<file path="config.mk">
export PLATFORM = sky130hd
export DESIGN_NAME = beam_permit_ctrl
export DESIGN_NICKNAME = d
export VERILOG_FILES = /design/src/rtl/bp_pkg.sv /design/src/rtl/bp_state_seq.sv /design/src/rtl/bp_tier_inhibit.sv /design/src/rtl/bp_fault_tally.sv /design/src/rtl/beam_permit_ctrl.sv
export SDC_FILE = /design/constraint.sdc
export NUM_CORES = 1
export LEC_CHECK = 0
export CAP_MARGIN = 30
export CORE_UTILIZATION = 58
export DETAILED_ROUTE_END_ITERATION = 7
export DONT_BUFFER_PORTS = 1
export PLACE_DENSITY = 0.74
export SLEW_MARGIN = 40
export SYNTH_ARGS = -nofsm -noshare
export SYNTH_HDL_FRONTEND = slang
export SYNTH_SLANG_ARGS = --single-unit
export TNS_END_PERCENT = 5
</file>
<file path="constraint.sdc">
create_clock -name clk -period 1.85 [get_ports clk]
set_clock_uncertainty 0.1 [all_clocks]
set_input_delay 0.185 -clock clk [delete_from_list [all_inputs] [get_ports clk]]
set_output_delay 0.185 -clock clk [all_outputs]
set_load 0.01 [all_outputs]
</file>
<file path="src/rtl/bp_pkg.sv">
package bp_pkg;
  typedef enum logic [1:0] {
    ST_STANDBY = 2'd0,
    ST_READY   = 2'd1,
    ST_BEAM_ON = 2'd2
  } bp_state_e;
endpackage

</file>
<file path="src/rtl/bp_state_seq.sv">
module bp_state_seq
  import bp_pkg::*;
(
  input  logic       clk,
  input  logic       rst_n,
  input  logic       mode_evt,
  input  logic       cfg_done,
  input  logic       beam_en,
  input  logic       trip_any,
  input  logic       inhibit,
  output logic [1:0] state_o
);
  bp_state_e st_q, st_d;

  always_comb begin
    st_d = st_q;
    unique case (st_q)
      ST_STANDBY: if (cfg_done && !mode_evt) st_d = ST_READY;
      ST_READY: begin
        if (mode_evt)                 st_d = ST_STANDBY;
        else if (beam_en && !inhibit) st_d = ST_BEAM_ON;
      end
      ST_BEAM_ON: if (trip_any || mode_evt) st_d = ST_STANDBY;
      default: st_d = ST_STANDBY;
    endcase
  end

  always_ff @(posedge clk or negedge rst_n) begin
    if (!rst_n) st_q <= ST_STANDBY;
    else        st_q <= st_d;
  end

  assign state_o = st_q;

  // a trip during beam delivery ends it at the next edge
  a_r4_trip_exit : assert property (@(posedge clk) disable iff (!rst_n)
    (st_q == ST_BEAM_ON && trip_any) |=> (st_q == ST_STANDBY));

  // BEAM_ON is entered only from READY on beam_en with no inhibit
  a_r3_enter_gate : assert property (@(posedge clk) disable iff (!rst_n)
    (st_q == ST_BEAM_ON && $past(st_q) != ST_BEAM_ON) |->
      ($past(st_q) == ST_READY && $past(beam_en) && !$past(inhibit)));
endmodule

</file>
<file path="src/rtl/bp_tier_inhibit.sv">
module bp_tier_inhibit #(
  parameter int ESC_CYCLES = 2500
) (
  input  logic clk,
  input  logic rst_n,
  input  logic trip_any,
  input  logic auto_ok,
  input  logic op_reset,
  output logic inhibit_t1,
  output logic inhibit_t2
);
  localparam int TW = $clog2(ESC_CYCLES + 1);
  localparam logic [TW-1:0] ELAST = TW'(ESC_CYCLES - 1);

  logic          hold_q, hold_d;
  logic          t2_q, t2_d;
  logic [TW-1:0] tmr_q, tmr_d;
  logic          release_ok;

  assign release_ok = auto_ok || op_reset;

  always_comb begin
    hold_d = hold_q;
    t2_d   = t2_q;
    tmr_d  = tmr_q;
    if (trip_any) begin
      hold_d = 1'b1;
      if (!t2_q) begin
        if (tmr_q == ELAST) begin
          t2_d  = 1'b1;
          tmr_d = '0;
        end else begin
          tmr_d = tmr_q + 1'b1;
        end
      end
    end else begin
      tmr_d = '0;
      if (release_ok) begin
        hold_d = 1'b0;
        t2_d   = 1'b0;
      end
    end
  end

  always_ff @(posedge clk or negedge rst_n) begin
    if (!rst_n) begin
      hold_q <= 1'b0;
      t2_q   <= 1'b0;
      tmr_q  <= '0;
    end else begin
      hold_q <= hold_d;
      t2_q   <= t2_d;
      tmr_q  <= tmr_d;
    end
  end

  assign inhibit_t1 = trip_any | hold_q;
  assign inhibit_t2 = t2_q;

  // the second tier never stands alone
  a_r6_t2_needs_t1 : assert property (@(posedge clk) disable iff (!rst_n)
    inhibit_t2 |-> inhibit_t1);

  // with no trip, an unfired second tier stays unfired
  a_r6_cancel : assert property (@(posedge clk) disable iff (!rst_n)
    (!trip_any && !t2_q) |=> !t2_q);

  // without a permitted release the hold persists
  a_r8_hold : assert property (@(posedge clk) disable iff (!rst_n)
    (hold_q && !trip_any && !auto_ok && !op_reset) |=> hold_q);
endmodule

</file>
<file path="src/rtl/bp_fault_tally.sv">
module bp_fault_tally #(
  parameter int CNT_W        = 4,
  parameter int QUIET_CYCLES = 1000,
  parameter int AUTO_LIMIT   = 3
) (
  input  logic             clk,
  input  logic             rst_n,
  input  logic             trip_i,
  input  logic             clear_i,
  output logic [CNT_W-1:0] cnt_o,
  output logic             below_lim_o
);
  localparam int QW = $clog2(QUIET_CYCLES + 1);
  localparam logic [QW-1:0]    QLAST = QW'(QUIET_CYCLES - 1);
  localparam logic [CNT_W-1:0] CMAX  = {CNT_W{1'b1}};
  localparam logic [CNT_W-1:0] LIM   = CNT_W'(AUTO_LIMIT);

  logic             trip_q;
  logic [CNT_W-1:0] cnt_q, cnt_d;
  logic [QW-1:0]    qcnt_q, qcnt_d;

  always_comb begin
    cnt_d  = cnt_q;
    qcnt_d = qcnt_q;
    if (trip_i || cnt_q == '0) begin
      qcnt_d = '0;
    end else if (qcnt_q == QLAST) begin
      qcnt_d = '0;
      cnt_d  = '0;
    end else begin
      qcnt_d = qcnt_q + 1'b1;
    end
    if (trip_i && !trip_q && cnt_q != CMAX) cnt_d = cnt_q + 1'b1;
    if (clear_i) begin
      cnt_d  = '0;
      qcnt_d = '0;
    end
  end

  always_ff @(posedge clk or negedge rst_n) begin
    if (!rst_n) begin
      trip_q <= 1'b0;
      cnt_q  <= '0;
      qcnt_q <= '0;
    end else begin
      trip_q <= trip_i;
      cnt_q  <= cnt_d;
      qcnt_q <= qcnt_d;
    end
  end

  assign cnt_o       = cnt_q;
  assign below_lim_o = (cnt_q < LIM);

  // a tally grows by at most one per edge
  a_r9_step : assert property (@(posedge clk) disable iff (!rst_n)
    ({1'b0, cnt_q} > {1'b0, $past(cnt_q)}) |-> ({1'b0, cnt_q} == {1'b0, $past(cnt_q)} + 1'b1));

  // a full tally never wraps to a small non-zero value
  a_r9_saturate : assert property (@(posedge clk) disable iff (!rst_n)
    (cnt_q == CMAX) |=> (cnt_q == CMAX || cnt_q == '0));

  // an active trip keeps a non-zero tally from clearing by itself
  a_r10_no_clear_while_trip : assert property (@(posedge clk) disable iff (!rst_n)
    (trip_i && cnt_q != '0 && !clear_i) |=> (cnt_q != '0));
endmodule

</file>
<file path="src/rtl/beam_permit_ctrl.sv">
module beam_permit_ctrl #(
  parameter int NCH          = 8,
  parameter int CNT_W        = 4,
  parameter int ESC_CYCLES   = 2500,
  parameter int QUIET_CYCLES = 100000,
  parameter int AUTO_LIMIT   = 3
) (
  input  logic                 clk,
  input  logic                 rst_n,
  input  logic                 mode_evt,
  input  logic                 cfg_done,
  input  logic                 beam_en,
  input  logic                 op_reset,
  input  logic [NCH-1:0]       trip,
  output logic [1:0]           state,
  output logic                 inhibit_t1,
  output logic                 inhibit_t2,
  output logic [NCH*CNT_W-1:0] fault_cnt
);
  logic           trip_any;
  logic           auto_ok;
  logic           tally_clear;
  logic [NCH-1:0] below_lim;

  assign trip_any    = |trip;
  assign tally_clear = op_reset && !trip_any;
  assign auto_ok     = &below_lim;

  bp_state_seq u_seq (
    .clk      (clk),
    .rst_n    (rst_n),
    .mode_evt (mode_evt),
    .cfg_done (cfg_done),
    .beam_en  (beam_en),
    .trip_any (trip_any),
    .inhibit  (inhibit_t1),
    .state_o  (state)
  );

  bp_tier_inhibit #(.ESC_CYCLES(ESC_CYCLES)) u_tier (
    .clk        (clk),
    .rst_n      (rst_n),
    .trip_any   (trip_any),
    .auto_ok    (auto_ok),
    .op_reset   (op_reset),
    .inhibit_t1 (inhibit_t1),
    .inhibit_t2 (inhibit_t2)
  );

  for (genvar i = 0; i < NCH; i++) begin : g_ch
    bp_fault_tally #(
      .CNT_W        (CNT_W),
      .QUIET_CYCLES (QUIET_CYCLES),
      .AUTO_LIMIT   (AUTO_LIMIT)
    ) u_tally (
      .clk         (clk),
      .rst_n       (rst_n),
      .trip_i      (trip[i]),
      .clear_i     (tally_clear),
      .cnt_o       (fault_cnt[i*CNT_W +: CNT_W]),
      .below_lim_o (below_lim[i])
    );
  end
endmodule

</file>
==> metrics.txt <==
Slew @ Worst Pin=0.532 ns; CTS Buf Count=17; GPL Wtd Cong=0.846; syn_area_per_cell=9.57 sq um; P_int=8.26 mW; Residual DRC=0; CTS root buf=clkbuf_16; CTS Sinks=192; Peak Freq=0.521 GHz; antenna violations before repair=0; routed len/inst=15.2 microns; final hold vios=192; R2R setup slack=-0.07 ns; instance count of the mapped netlist=1039; Crit Path Class=reg2reg; Setup crit start kind=flip-flop; finished layout cell area=0.0117 sq mm; Distinct cells, synth=61; top cell type's share of synthesized area=0.483; Final ANT Viol Nets=0; fin util=0.704; HPWL Detailed=14.0 mm; net total in the final layout=1182; area leader, netlist=dfrtp_1; Clk network pwr share=0.319; status=complete, but fails checks; Min Hold Slack=-0.653 ns; gr ovfl total=0; Vias/cell=5.73; Die H=133 microns; number of core rows=47; failing checks=hold timing, setup timing; Switching Power=3.89 mW; setup_tns=-0.101 ns; crit path DAT=2.13 ns; Inserted Diodes=0; max-cap viol count=0; Logic pwr share=0.260; P&R area growth vs syn=17.8%; largest cells by area after synthesis=dfrtp_1 48%, nor2_1 5.5%, xnor2_1 4.8%; vias=7887; sequential share of the synthesized area=0.483; die area=0.0177 sq mm; Setup WS pre-CTS=-0.108 ns; IO Count=50; setup violators final=6; most frequent cells in the layout=192 x dfrtp_1, 145 x nor2_1, 85 x buf_4, 67 x nand2_1, 63 x inv_1; CTS Hold Buffers Added=13; Tightest Hold Check Type=in2async; vias in the first global route=7459; most common cell after layout, fill and taps aside=dfrtp_1; clock buffer depth=2; Worst EP required=2.06 ns; switching share of power=0.320; cell area after synthesis=0.00995 sq mm; r2r startpoint=u_tier.tmr_q[5]; Worst-path clk slew=0.07 ns; Synth async-reset ratio=1.00; largest net degree at the start of global routing=193; Max transition margin=0.646; Max H-tree Level=4; CTS tree=built; Leak Pwr=4.95 nW; Pins Over Slew Limit=0; placed cell area=0.0108 sq mm; VDD IR-drop max=0.842 mV; Total GRT Usage=0.250; Final WS setup=-0.0697 ns; Worst-Skew Late Latency=0.43 ns; Synth Register Bits=192; Tmin final=1.92 ns; Worst Setup End Kind=flip-flop; r2r worst-path depth=4; Die Wd=133 microns; first-pass GRT wire length=35.4 mm; core footprint=0.0166 sq mm; starting DRC count in detailed routing=464; Cell Pwr Density=1040 mW/mm^2; Synth warnings=0; crit share post-route=1.04; syn nets=1078; sequential fraction of design power=0.421; worst-path maximum fanout=6; WL final=20.9 mm; Initial Utilization=0.598; reg2reg end=u_tier.tmr_q[4]; Synth Flop Type=dfrtp_1; Port Buffers=0; share of layout cells above drive strength 1=0.139; drt pass-1 iters=5; Post-synth EDFFs=0; RSZ-0062 raised after global routing=yes
[cell type report]
class,count,area (sq um)
fillers,1210,4920
multi-input cells,766,4910
flip-flops and latches,192,4800
repair buffers,103,860
clock buffers,18,439
well taps,220,275
inverters,63,236
clock inverters,14,189
[synthesized netlist by cell type, types with 8 or more instances]
library cell	instances
nor3_1	26
and4_1	14
dfrtp_1	192
nor2_1	145
nand3b_1	13
nand2_1	67
o21ai_0	58
o211ai_1	12
nand4_1	44
a21oi_1	27
and2_1	12
xor2_1	44
a31oi_1	9
ha_1	25
or4_1	13
or3_1	21
xnor2_1	54
nor4bb_1	12
inv_1	63
nor4_1	20
nor4b_1	9
clkbuf_1	8
buf_2	8
nor2b_1	9
nand3_1	57
[cells by family after synthesis]
| family | synth area share |
|---|---|
| compound gates | 0.0824 |
| xor+xnor | 0.0863 |
| fa+ha+maj | 0.0314 |
| buf+inv | 0.0335 |
| flops | 0.483 |
| mux | 0.00704 |
| simple gates | 0.276 |
[critical path, cell delays in order (launching register included)]
cell and delay, ns:
dfrtp_1 0.40, or3_1 0.41, or4_4 0.55, and3_1 0.19
o21a_1 0.16
[routing by layer]
metal / track usage / up-vias / wire length [microns]
met5: 0 / - / 0
met3: 0.0617 / 23 / 883
met2: 0.389 / 135 / 9840
met4: 0.0798 / 0 / 341
li1: - / 3927 / -
met1: 0.346 / 3802 / 9810
[stage by stage]
step	hold WS, ns	cells	power, mW
6_report	-0.653	1376	12.2
5_1_grt	-0.677	1376	12.9
4_1_cts	-0.666	1374	12.2
3_5_place_dp	-0.205	1328	8.21
3_3_place_gp	-0.205	1328	8.11
2_1_floorplan	-0.211	1039	6.93
[repair_timing]
item,in CTS,in global routing
gates cloned,1,0
setup buffers,0,2
hold endpoints to repair,235,192
resized for setup,2,26
setup endpoints to repair,15,103
pin swaps,1,5
[worst max path at each step]
stage,slack (ns),cells past startpoint,to,from
after floorplan,-0.04,5,u_tier.tmr_q[5],u_tier.tmr_q[9]
after global placement,-0.07,4,u_tier.tmr_q[4],u_tier.tmr_q[5]
after detailed placement,-0.11,4,u_tier.tmr_q[4],u_tier.tmr_q[5]
after CTS,-0.05,4,u_tier.tmr_q[4],u_tier.tmr_q[5]
after global routing,-0.1,5,u_tier.tmr_q[4],u_tier.tmr_q[5]
final,-0.07,4,u_tier.tmr_q[4],u_tier.tmr_q[5]
[power groups by stage]
stage | Combinational, mW | Clock (mW) | Sequential, mW
finish | 3.16 | 3.88 | 5.11
global placement | 2.96 | 0 | 5.15
floorplan | 1.49 | 0 | 5.44
detailed placement | 3.04 | 0 | 5.17
global route | 3.53 | 4.13 | 5.19
CTS | 3.12 | 3.96 | 5.10
[sequential cells by signal (all words and copies together) (netlist names)]
signal	cells
g_ch.u_tally.cnt_o	32
g_ch.u_tally.qcnt_q	136
g_ch.u_tally.trip_q	8
u_seq.state_o	2
u_tier.hold_q	1
u_tier.inhibit_t2	1
u_tier.tmr_q	12
(Power assumes the default switching activity.)
